===== src/rtl/irq_seq_pkg.sv =====
package irq_seq_pkg;
  localparam int PC_BYTES = 3;
  localparam int PC_W     = 8 * PC_BYTES;
  localparam int SEL_W    = $clog2(PC_BYTES);

  typedef enum logic [2:0] {
    ST_IDLE, ST_WAKE, ST_PEN, ST_ENT, ST_RET
  } seqState_t;

  // strobes from control to datapath
  typedef struct packed {
    logic             take;
    logic             push;
    logic             pop;
    logic             cap;
    logic [SEL_W-1:0] sel;
    logic             loadVec;
    logic             loadRet;
  } seqCmd_t;
endpackage


===== src/rtl/irq_seq_ctrl.sv =====
module irq_seq_ctrl
  import irq_seq_pkg::*;
#(
  parameter int ENTRY_CYC = 5,
  parameter int PEN_CYC   = 5,
  parameter int RET_CYC   = 5
) (
  input  logic    clk,
  input  logic    rstN,
  input  logic    canTake,
  input  logic    asleep,
  input  logic    wakeReady,
  input  logic    retStrobe,
  output seqCmd_t cmd,
  output logic    busy
);
  localparam int MAXC  = (ENTRY_CYC > RET_CYC) ? ((ENTRY_CYC > PEN_CYC) ? ENTRY_CYC : PEN_CYC)
                                               : ((RET_CYC > PEN_CYC) ? RET_CYC : PEN_CYC);
  localparam int CNT_W = $clog2(MAXC + 1);

  seqState_t        state;
  logic [CNT_W-1:0] cnt;
  logic             goRet;

  always_comb begin
    cmd         = '0;
    goRet       = (state == ST_IDLE) && retStrobe;
    cmd.take    = (state == ST_IDLE) && !retStrobe && canTake;
    cmd.push    = (state == ST_ENT) && (cnt <= CNT_W'(PC_BYTES));
    cmd.pop     = (state == ST_RET) && (cnt <= CNT_W'(PC_BYTES));
    cmd.cap     = (state == ST_RET) && (cnt >= CNT_W'(2)) && (cnt <= CNT_W'(PC_BYTES + 1));
    cmd.loadVec = (state == ST_ENT) && (cnt == CNT_W'(ENTRY_CYC));
    cmd.loadRet = (state == ST_RET) && (cnt == CNT_W'(RET_CYC));
    if (cmd.push) cmd.sel = SEL_W'(cnt - CNT_W'(1));
    else          cmd.sel = SEL_W'(CNT_W'(PC_BYTES + 1) - cnt);
    busy        = (state != ST_IDLE);
  end

  always_ff @(posedge clk) begin
    if (!rstN) begin
      state <= ST_IDLE;
      cnt   <= '0;
    end else begin
      unique case (state)
        ST_IDLE: begin
          cnt <= CNT_W'(1);
          if (goRet)         state <= ST_RET;
          else if (cmd.take) state <= !asleep ? ST_ENT : (wakeReady ? ST_PEN : ST_WAKE);
        end
        ST_WAKE: begin
          cnt <= CNT_W'(1);
          if (wakeReady) state <= ST_PEN;
        end
        ST_PEN: begin
          if (cnt == CNT_W'(PEN_CYC)) begin
            state <= ST_ENT;
            cnt   <= CNT_W'(1);
          end else cnt <= cnt + CNT_W'(1);
        end
        ST_ENT: begin
          if (cnt == CNT_W'(ENTRY_CYC)) state <= ST_IDLE;
          else cnt <= cnt + CNT_W'(1);
        end
        ST_RET: begin
          if (cnt == CNT_W'(RET_CYC)) state <= ST_IDLE;
          else cnt <= cnt + CNT_W'(1);
        end
        default: state <= ST_IDLE;
      endcase
    end
  end
endmodule


===== src/rtl/irq_seq_dp.sv =====
module irq_seq_dp
  import irq_seq_pkg::*;
#(
  parameter int                 NUM_VEC = 8,
  parameter int                 SP_W    = 16,
  parameter logic [SP_W-1:0]    SP_INIT = '1
) (
  input  logic               clk,
  input  logic               rstN,
  input  seqCmd_t            cmd,
  input  logic [NUM_VEC-1:0] irqReq,
  input  logic               instBoundary,
  input  logic               asleep,
  input  logic               gieSet,
  input  logic               gieClr,
  input  logic [PC_W-1:0]    pcIn,
  input  logic [7:0]         memRdata,
  output logic               canTake,
  output logic               memWe,
  output logic               memRe,
  output logic [SP_W-1:0]    memAddr,
  output logic [7:0]         memWdata,
  output logic               pcLoad,
  output logic [PC_W-1:0]    pcOut,
  output logic               gie,
  output logic [SP_W-1:0]    stackPtr
);
  localparam int VEC_W = (NUM_VEC > 1) ? $clog2(NUM_VEC) : 1;

  logic [NUM_VEC-1:0] pend, winMask;
  logic [VEC_W-1:0]   winIdx, vecIdx;
  logic               shadow;
  logic [PC_W-1:0]    pcSave, pcRest;

  // lowest index has priority
  always_comb begin
    winIdx  = '0;
    winMask = '0;
    for (int i = NUM_VEC - 1; i >= 0; i--) begin
      if (pend[i]) begin
        winIdx  = VEC_W'(i);
        winMask = NUM_VEC'(1) << i;
      end
    end
  end

  assign canTake  = gie && !shadow && (|pend) && (instBoundary || asleep);
  assign memWe    = cmd.push;
  assign memRe    = cmd.pop;
  assign memAddr  = cmd.pop ? stackPtr + SP_W'(1) : stackPtr;
  assign memWdata = pcSave[int'(cmd.sel) * 8 +: 8];
  assign pcLoad   = cmd.loadVec || cmd.loadRet;
  assign pcOut    = cmd.loadVec ? {{(PC_W - VEC_W - 1){1'b0}}, vecIdx, 1'b0} : pcRest;

  always_ff @(posedge clk) begin
    if (!rstN) begin
      pend     <= '0;
      vecIdx   <= '0;
      pcSave   <= '0;
      pcRest   <= '0;
      gie      <= 1'b0;
      shadow   <= 1'b0;
      stackPtr <= SP_INIT;
    end else begin
      pend <= (pend | irqReq) & ~(cmd.take ? winMask : '0);
      if (cmd.take) begin
        vecIdx <= winIdx;
        pcSave <= pcIn;
      end
      if (cmd.cap) pcRest[int'(cmd.sel) * 8 +: 8] <= memRdata;
      if (cmd.push)     stackPtr <= stackPtr - SP_W'(1);
      else if (cmd.pop) stackPtr <= stackPtr + SP_W'(1);
      if (cmd.take)         gie <= 1'b0;
      else if (cmd.loadRet) gie <= 1'b1;
      else if (gieSet)      gie <= 1'b1;
      else if (gieClr)      gie <= 1'b0;
      // one instruction runs after the enable is set
      if (gieSet)            shadow <= 1'b1;
      else if (instBoundary) shadow <= 1'b0;
    end
  end
endmodule


===== src/rtl/irq_seq.sv =====
module irq_seq
  import irq_seq_pkg::*;
#(
  parameter int              NUM_VEC   = 8,
  parameter int              SP_W      = 16,
  parameter logic [SP_W-1:0] SP_INIT   = 16'h08FF,
  parameter int              ENTRY_CYC = 5,
  parameter int              PEN_CYC   = 5,
  parameter int              RET_CYC   = 5
) (
  input  logic               clk,
  input  logic               rstN,
  input  logic [NUM_VEC-1:0] irqReq,
  input  logic               instBoundary,
  input  logic               asleep,
  input  logic               wakeReady,
  input  logic               gieSet,
  input  logic               gieClr,
  input  logic               retStrobe,
  input  logic [23:0]        pcIn,
  input  logic [7:0]         memRdata,
  output logic               memWe,
  output logic               memRe,
  output logic [SP_W-1:0]    memAddr,
  output logic [7:0]         memWdata,
  output logic               pcLoad,
  output logic [23:0]        pcOut,
  output logic               busy,
  output logic               gie,
  output logic [SP_W-1:0]    stackPtr
);
  seqCmd_t cmd;
  logic    canTake;

  irq_seq_ctrl #(.ENTRY_CYC(ENTRY_CYC), .PEN_CYC(PEN_CYC), .RET_CYC(RET_CYC)) ctrl_i (
    .clk(clk), .rstN(rstN), .canTake(canTake), .asleep(asleep),
    .wakeReady(wakeReady), .retStrobe(retStrobe), .cmd(cmd), .busy(busy)
  );

  irq_seq_dp #(.NUM_VEC(NUM_VEC), .SP_W(SP_W), .SP_INIT(SP_INIT)) dp_i (
    .clk(clk), .rstN(rstN), .cmd(cmd), .irqReq(irqReq), .instBoundary(instBoundary),
    .asleep(asleep), .gieSet(gieSet), .gieClr(gieClr), .pcIn(pcIn), .memRdata(memRdata),
    .canTake(canTake), .memWe(memWe), .memRe(memRe), .memAddr(memAddr),
    .memWdata(memWdata), .pcLoad(pcLoad), .pcOut(pcOut), .gie(gie), .stackPtr(stackPtr)
  );
endmodule


===== config.mk =====
export PLATFORM = sky130hd
export DESIGN_NAME = irq_seq
export DESIGN_NICKNAME = d
export VERILOG_FILES = /design/src/rtl/irq_seq_pkg.sv /design/src/rtl/irq_seq_ctrl.sv /design/src/rtl/irq_seq_dp.sv /design/src/rtl/irq_seq.sv
export SDC_FILE = /design/constraint.sdc
export NUM_CORES = 1
export LEC_CHECK = 0
export ABC_AREA = 1
export BUFFER_PORTS_ARGS = -buffer_cell sky130_fd_sc_hd__clkbuf_2
export CORE_ASPECT_RATIO = 0.8
export CORE_UTILIZATION = 59
export CTS_CLUSTER_DIAMETER = 80
export DETAILED_ROUTE_END_ITERATION = 16
export PLACE_DENSITY_LB_ADDON = 0.15
export SYNTH_ARGS = -nofsm -noshare
export SYNTH_HDL_FRONTEND = slang
export SYNTH_SLANG_ARGS = --single-unit

===== constraint.sdc =====
create_clock -name clk -period 4.4 [get_ports clk]
set_input_delay 0.22 -clock clk [delete_from_list [all_inputs] [get_ports clk]]
set_output_delay 0.22 -clock clk [all_outputs]
set_load 0.03 [all_outputs]

==> Yosys cells after proc, flatten, opt, wreduce, memory -nomap -nowiden <==
Index checks and enable logic that the tools add are counted.
{ "totals": {"inputBits": 48, "word_cells": 100, "regBits": 83, "output_inout_bits": 69} }
{ "classes": {"bitwise_logic": 4, "shift": 3, "n_addsub": 6, "magnitude_cmp": 3, "n_reduce_logical": 27, "muxes": 38, "n_eq_ne": 10} }
{ "ops": {"columns": ["op", "n"], "rows": [
  ["8-bit 2-to-1 mux", 9],
  ["3-bit 2-to-1 mux", 16],
  ["5-bit negator with 33-bit output", 1],
  ["8-bit by 33-bit variable shift with 24-bit output, first input constant", 1],
  ["8-bit by 33-bit variable part select with 24-bit output", 1],
  ["16-bit 2-to-1 mux", 2],
  ["24-bit bitwise mux", 1],
  ["24-bit 2-to-1 mux", 1],
  ["24-bit by 6-bit variable part select with 8-bit output", 1],
  ["16-bit by 1-bit adder with 16-bit output, second input constant", 1],
  ["16-bit by 1-bit subtractor with 16-bit output, second input constant", 1],
  ["1-bit logical AND", 12],
  ["3-bit case mux with 4 select lines", 1],
  ["3-bit case mux with 3 select lines", 1],
  ["3-bit nonzero test", 3],
  ["8-bit bitwise AND", 1],
  ["8-bit inverter", 1],
  ["8-bit OR", 1],
  ["8-bit OR reduction", 1],
  ["3-bit by 2-bit == test with 1-bit output, second input constant", 2],
  ["3-bit == test, second input constant", 2],
  ["2-bit OR reduction", 3],
  ["1-bit 2-to-1 mux", 5],
  ["2-bit 2-to-1 mux", 2],
  ["17 further kinds", 21]
]} }

==> Depth between registers and ports, before layout <==
Gate-level depths: netlist of the first run.
{ "depth": {"word_depth": 11, "ltp_mapped": 17, "mapped_depth_nobuf": 15} }

==> Cells and area by module <==
Synthesis of the first run repeated with hierarchy kept, for this count alone.
{ "hier_totals": {"cells_unflattened": 721, "hier_area_um2": 4610.7} }
{ "modules_own_cells": {"columns": ["module", "instances", "area_per_inst_um2", "cells_per_inst", "seq_area_each_um2"], "rows": [
  ["irq_seq_dp", 1, 3987.6, 625, 1541.5],
  ["irq_seq_ctrl", 1, 623.1, 96, 120.1]
]} }

==> Worst setup path after synthesis of the first run <==
OpenSTA, ideal clock, no wires.
{ "synth_timing": {"path_kind": "reg-to-reg", "from": "register ctrl_i.cnt[0]", "to": "register dp_i.pcRest[11]", "synth_period_minus_slack_ns": 2.503, "path_buffers": 3, "setup_ns": 0.066, "slack_ns": 1.897, "stages_incl_launch_ff": 17, "required_time_ns": 4.334, "arrival_time_ns": 2.437, "path_cell_list": "dfxtp_1 > ha_1 > ha_1 > inv_1 > nand2_1 > nand2_2 > nand2_1 > nand2_2 > buf_4 > buf_6 > inv_2 > ha_1 > or2_2 > buf_1 > nor2_1 > nand2_1 > a21oi_2"} }
{ "synth_between": {"elab_chain_len": 6, "word_cells_on_any_way": 13, "classes_between": "add/sub: 3; order compare: 3; shift: 2; mux: 2; reduce/logical: 3"} }
{ "synth_lines": {"columns": ["element", "line_no", "text"], "rows": [
  ["from (decl)", "irq_seq_ctrl.sv:22", "logic [CNT_W-1:0] cnt;"],
  ["from (signal assigned)", "irq_seq_ctrl.sv:58", "end else cnt <= cnt + CNT_W'(1);"],
  ["from (signal assigned)", "irq_seq_ctrl.sv:62", "else cnt <= cnt + CNT_W'(1);"],
  ["from (signal assigned)", "irq_seq_ctrl.sv:66", "else cnt <= cnt + CNT_W'(1);"],
  ["3-bit by 2-bit less-or-equal comparator with 1-bit output", "irq_seq_ctrl.sv:29", "cmd.push = (state == ST_ENT) && (cnt <= CNT_W'(PC_BYTES));"],
  ["1-bit logical AND", "irq_seq_ctrl.sv:29", null],
  ["2-bit 2-to-1 mux", "irq_seq_ctrl.sv:34", "if (cmd.push) cmd.sel = SEL_W'(cnt - CNT_W'(1));"],
  ["5-bit negator with 33-bit output", "irq_seq_dp.sv:70", "if (cmd.cap) pcRest[int'(cmd.sel) * 8 +: 8] <= memRdata;"],
  ["8-bit by 33-bit variable part select with 24-bit output / 8-bit by 33-bit variable shift with 24-bit output (equally long branches)", "irq_seq_dp.sv:70", null],
  ["24-bit bitwise mux", "irq_seq_dp.sv:70", null],
  ["to (signal, indexed assignment)", "irq_seq_dp.sv:70", null],
  ["to (decl)", "irq_seq_dp.sv:33", "logic [PC_W-1:0] pcSave, pcRest;"]
]} }
Parallel ways exist; a longest one is shown, timed or not.
A chain may end at the register's enable or synchronous reset.

==> Worst setup path after layout of the first run <==
{ "layout_timing": {"from": "register ctrl_i.cnt[0]", "to": "output port memWdata[5]"} }
{ "layout_between": {"elab_chain_len": 4, "word_cells_on_any_way": 6, "classes_between": "add/sub: 2; order compare: 1; shift: 1; mux: 1; reduce/logical: 1"} }
{ "layout_lines": {"columns": ["element", "line_no", "text"], "rows": [
  ["3-bit by 2-bit less-or-equal comparator with 1-bit output", "irq_seq_ctrl.sv:29", null],
  ["1-bit logical AND", "irq_seq_ctrl.sv:29", null],
  ["2-bit 2-to-1 mux (*)", "irq_seq_ctrl.sv:34", null],
  ["24-bit by 6-bit variable part select with 8-bit output (*)", "irq_seq_dp.sv:51", "assign memWdata = pcSave[int'(cmd.sel) * 8 +: 8];"],
  ["to (decl)", "irq_seq.sv:25", "output logic [7:0] memWdata,"]
]} }
Mark *: on every way between the ends. The rest lies on a longest branch, timed or not.

==> results of run 1 <==
## final cells by class
cell class,count,area [µm²]
inverter,114,432.9
clock buffer,9,123.9
multi-input combinational,558,2655
timing repair buffer,118,595.6
tap,108,135.1
fill,726,2310
sequential,83,1662
clock inverter,7,105.1
## sequential cells by signal, indices dropped and copies added, names as in the netlist
name and flops:
dp_i.pcRest 24, dp_i.pcSave 24, dp_i.stackPtr 16, dp_i.pend 8, ctrl_i.cnt 3, ctrl_i.state 3, dp_i.vecIdx 3, dp_i.gie 1
dp_i.shadow 1
## per-stage QoR
stage	hold slack (ns)	total power, µW	util (%)	cell area, µm²
floorplan	0.3533	2408	-	4950
global placement	0.4409	2722	68.34	5480
detailed placement	0.4502	2773	68.34	5480
CTS	0.07828	3398	71.20	5709
global route	0.09912	3643	71.20	5709
finish	0.08842	3397	71.20	5709
## critical path: cells and delay by family, from the launching register on
family          cells  cell delay, ns
flops               1            0.37
compound gates      1            0.10
buf+inv             3            0.48
fa+ha+maj           2            0.38
simple gates        6            1.44
## logic make-up after synthesis
family                     share of synthesized area, %
AOI/OAI and AO/OA                                 13.73
xor gates and xnor gates                          1.744
adders and majority gates                         2.275
buffers and inverters                             12.79
DFF                                               33.57
and+or+nand+nor                                   35.89
## cells in the final DEF (no fill, tap or decap), types with 2 or more instances in the layout
master,Yosys,final
bufinv_16,0,2
nor2_4,3,3
nor2_1,149,149
nand3_1,44,44
nand2_2,4,4
nand4_1,17,17
dfxtp_1,83,83
xnor2_1,3,3
o21ai_2,4,4
a21oi_1,32,32
clkbuf_2,0,116
o21ai_0,61,61
o21ai_1,8,8
xor2_1,5,5
o221ai_1,3,3
inv_6,0,2
ha_1,9,9
clkbuf_8,0,9
nor2_2,2,2
nor3_1,5,5
inv_2,3,3
a21oi_2,5,5
o211ai_1,6,6
nand2_1,189,189
inv_4,2,2
inv_1,109,109
nor2_8,2,2
buf_4,4,2
## report_power, final
| part | total (µW) | internal [µW] | switching [µW] |
|---|---|---|---|
| Clock | 625 | 329 | 297 |
| Sequential | 999 | 854 | 145 |
| Combinational | 1770 | 485 | 1290 |
| Total | 3400 | 1670 | 1730 |
## worst paths after layout
| kind | slack (ns) | cells past startpoint | endpoint | start |
|---|---|---|---|---|
| max | 1.04 | 12 | memWdata[5] | ctrl_i.cnt[0] |
| min | 0.09 | 3 | dp_i.pend[2] | irqReq[2] |
| max reg2reg | 1.37 | 13 | dp_i.pcRest[9] | ctrl_i.cnt[0] |
| min reg2reg | 0.47 | 2 | dp_i.shadow | dp_i.shadow |
## Yosys cell counts (4+ instances only)
library cell,n
xor2_1,5
o21ai_1,8
nand2_1,189
ha_1,9
o21ai_2,4
clkbuf_1,15
nor2_1,149
o21ai_0,61
a21oi_1,32
nand3_1,44
nand2_2,4
buf_4,4
o211ai_1,6
buf_2,7
inv_1,109
dfxtp_1,83
nand4_1,17
nor3_1,5
buf_6,5
a21oi_2,5
## per-layer routing
metal | track usage (%) | vias to the layer above | wire length, µm
met1 | 37.07 | 2364 | 5464
li1 | - | 2658 | -
met2 | 49.19 | 180 | 5703
met4 | 7.013 | 0 | 112
met3 | 5.230 | 14 | 893
met5 | 0 | - | 0
==> results.toml, run 1 <==
[timing]
finalMaxSlewViolations = 0
rsz0062_at_grt = "false"
timing.setup.tns_ns = 0
relSlewSlack_pct = 48.36
post-route-period-util_pct = 76.43
finalHoldViolCount = 0
finalWorstSetupSlack_ns = 1.037
fin_crit_ns = 3.363
finalSetupViolCount = 0
clock.fmax_ghz = 0.2973
worst_pin_slew_ns = 0.7746
finClkSkew_ns = 0.01196

[routing]
wl_per_cell_um = 12.21
first_pass_iters = 5
via_per_inst = 5.232
wl_um = 12170
drc = 0
drt_iter0_markers = 291
final_antenna_net_count = 0
via_count = 5216

[finish]
fin_nets = 941
drive_gt1_share_pct = 18.56
fin_cells = 997
n_antenna_cell = 0
syn_to_final_growth_pct = 15.34

[place]
numPortBuffers = 116
gp_congestion = 0.8774
dp_cells = 981
post-place-ws_ns = 1.406
detailed_place_hpwl_um = 8964

[clock_network]
cts_sinks = 83
insertion_delay_ns = 0.36
cts_root_buf = "clkbuf_8"
clk_pin_slew_ns = 0.09
numCtsBuffers = 9
cts_resized = 0
htreeDepth = 3
clk_path_buf_depth = 2
postCtsSetupBuffers = 0
hold_buffers = 0
cts_tree = "done"

[yosys]
ys_top_cells_by_area = "dfxtp_1 34%, nand2_1 14%, nor2_1 11%"
ys_seq_area_share_pct = 33.57
yosysTopAreaCell = "dfxtp_1"
synth_async_sr_flop_share_pct = 0
synthCells = 789
synth_area_per_cell_um2 = 6.273
ys_types = 36
ys_warn_count = 0
synth_top_area_share_pct = 33.57
syn-num-nets = 846
synth_area_mm2 = 0.004950
synth-seq-cells = 83
synth_top_flop_cell = "dfxtp_1"
synth_edf_count = 0

[setup_path]
path_cells = "ha_1 > ha_1 > inv_1 > nand2_1 > nand2_2 > nand2_1 > nand2_2 > inv_4 > nor2_4 > nand2_1 > o21ai_1 > clkbuf_2"
crit_slowest_cell = "nand2_2"
crit_top_cell = "nand2_1"
cp-end-kind = "primary output"
critPathRequiredTime_ns = 4.18
critical_path_arrival_ns = 3.14
critical-path-max-stage-delay_ns = 0.41
path_class = "reg2out"
startpoint_type = "flip-flop"
critPathMaxFanout = 24

[global_routing]
grt_pass1_wl_um = 20800
grt_max_degree = 50
grt_pass1_vias = 4703
grtUsageTotal_pct = 28.65
antenna_found_initial = 0
grt-ovfl-total = 0

[pwr]
vdd_ir_drop_max_mv = 0.3410
p_leak_uw = 0.002857
cellPowerDensity_mw_per_mm2 = 594.9

[die]
die_h_um = 83.93
die-area_mm2 = 0.008762
dieWidth_um = 104.4
initial_utilization_pct = 61.73
ios = 117
coreArea_mm2 = 0.008019
num_rows = 29

[job]
max_cap_violations = 0

[worst_hold_path]
hold_path_class = "in2reg"

[run_status]
outcome = "completed"
Power figures use the tool's default switching activity.
==> run 2, diff against run 1 <==
CORE_UTILIZATION = 54   (was 59)
clock period = 3.2 ns   (was 4.4 ns; I/O delays follow)
==> run 2 against run 1 <==
  * First-iteration DRC count is 5.2% higher
  * Via count decreased by 2.0%
  * Clock-buffer cell count unchanged
==> results.toml, run 2 (synthesis results as in run 1) <==
[pwr]
p_leak_uw = 0.002902
vdd_ir_drop_max_mv = 0.5304
power.total_uw = 4865
cellPowerDensity_mw_per_mm2 = 837.4

[setup_path]
startpoint_type = "flip-flop"
path_class = "reg2out"
critPathMaxFanout = 21
crit_top_cell = "nand2_1"
critPathRequiredTime_ns = 3.04
critical-path-max-stage-delay_ns = 0.37
critical_path_arrival_ns = 2.78
critPathBufInv = 3
path_cells = "ha_1 > ha_1 > inv_1 > nand2_1 > nand2_2 > nand2_1 > nand2_2 > inv_4 > nor2_4 > nand2_1 > o21ai_1 > clkbuf_2"
cp-end-kind = "primary output"
crit_slowest_cell = "nor2_4"
cp_top_family = "simple AND/OR/NAND/NOR gates"

[timing]
finalMaxSlewViolations = 0
fin_crit_ns = 2.943
post-route-period-util_pct = 91.98
rsz0062_at_grt = "false"
finClkSkew_ns = 0.008366
finalSetupViolCount = 0
timing.setup.tns_ns = 0
worst_pin_slew_ns = 0.7457
clock.fmax_ghz = 0.3397
finalHoldViolCount = 0
relSlewSlack_pct = 50.28

[finish]
fillers = 839
layout_common_cells = "189 x nand2_1, 149 x nor2_1, 116 x clkbuf_2"
n_antenna_cell = 0
syn_to_final_growth_pct = 17.37
fin_nets = 943
multi_input_comb_area_mm2 = 0.002655
postLayoutCellArea_mm2 = 0.005809
drive_gt1_share_pct = 18.74
layout_commonest_cell = "nand2_1"
top_regs = "dp_i.pcRest (24), dp_i.pcSave (24), dp_i.stackPtr (16)"
register_area_mm2 = 0.001662

[routing]
wl_um = 12260
final_antenna_net_count = 0
drt_iter0_markers = 306
via_count = 5110
first_pass_iters = 5
via_per_inst = 5.095
wl_per_cell_um = 12.23
drc = 0

[clock_network]
hold_buffers = 0
numCtsBuffers = 9
cts_root_buf = "clkbuf_16"
cts_sinks = 83
clk_pin_slew_ns = 0.07
insertion_delay_ns = 0.34
htreeDepth = 3
cts_resized = 0
cts_tree = "done"
clk_path_buf_depth = 2
postCtsSetupBuffers = 0

[die]
die-area_mm2 = 0.009555
coreArea_mm2 = 0.008671
initial_utilization_pct = 57.09
num_rows = 30
die_h_um = 87.63
ios = 117
dieWidth_um = 109.0

[place]
postPlaceCellArea_mm2 = 0.005500
numPortBuffers = 116
detailed_place_hpwl_um = 8930
gp_congestion = 0.8600

[global_routing]
grt_max_degree = 34
grtUsageTotal_pct = 26.39
grt-ovfl-total = 0
grt_pass1_wl_um = 19910
grt_pass1_vias = 4388
antenna_found_initial = 0

[worst_hold_path]
hold_path_class = "in2reg"

[job]
max_cap_violations = 0

[run_status]
outcome = "completed"
-- run 2: cell types whose count changed in the layout (fill, tap and decap cells not counted), sizes merged --
cell and delta:
buf +2, bufinv -1, clkinv +1
-- run 2: worst paths after layout --
check	start	end	slack [ns]	cells after the start
min	irqReq[1]	dp_i.pend[1]	0.04	3
max reg2reg	ctrl_i.cnt[0]	dp_i.pcRest[18]	0.57	13
min reg2reg	dp_i.shadow	dp_i.shadow	0.47	2
max	ctrl_i.cnt[0]	memWdata[7]	0.26	12
-- run 2: layer usage --
| layer | GRT usage [%] | vias up | part of all wire, % |
|---|---|---|---|
| met5 | 0 | - | 0 |
| met4 | 5.774 | 0 | 0.69 |
| met3 | 7.813 | 6 | 8.1 |
| met2 | 41.80 | 187 | 45 |
| met1 | 35.53 | 2258 | 46 |
| li1 | - | 2659 | - |
-- run 2: where the power goes --
part,switching (µW),internal [µW]
registers,196,1180
clock network,455,618
logic,1750,670
total,2400,2460
-- run 2: through the flow --
stage	setup slack [ns]	instances	utilization, %	hold slack [ns]
final	0.2566	1003	67.00	0.04254
after global routing	0.04970	1003	67.00	0.04351
after CTS	0.2675	1003	67.00	0.03616
after detailed placement	0.6052	987	63.43	0.3967
after global placement	0.7400	987	63.43	0.3811
after floorplan	0.6974	789	-	0.2933
-- run 2: tightest hold or removal path: stages --
cell and delay, ns:
clkbuf_2 0.08, o211ai_1 0.07, inv_1 0.05
-- run 2: layout make-up --
| type | count | area share [%] |
|---|---|---|
| inverters | 114 | 7.452 |
| repair buffers | 120 | 10.51 |
| well taps | 112 | 2.412 |
| clock buffers | 9 | 3.877 |
| flip-flops and latches | 83 | 28.60 |
| clock inverters | 7 | 1.443 |
| multi-input cells | 558 | 45.70 |
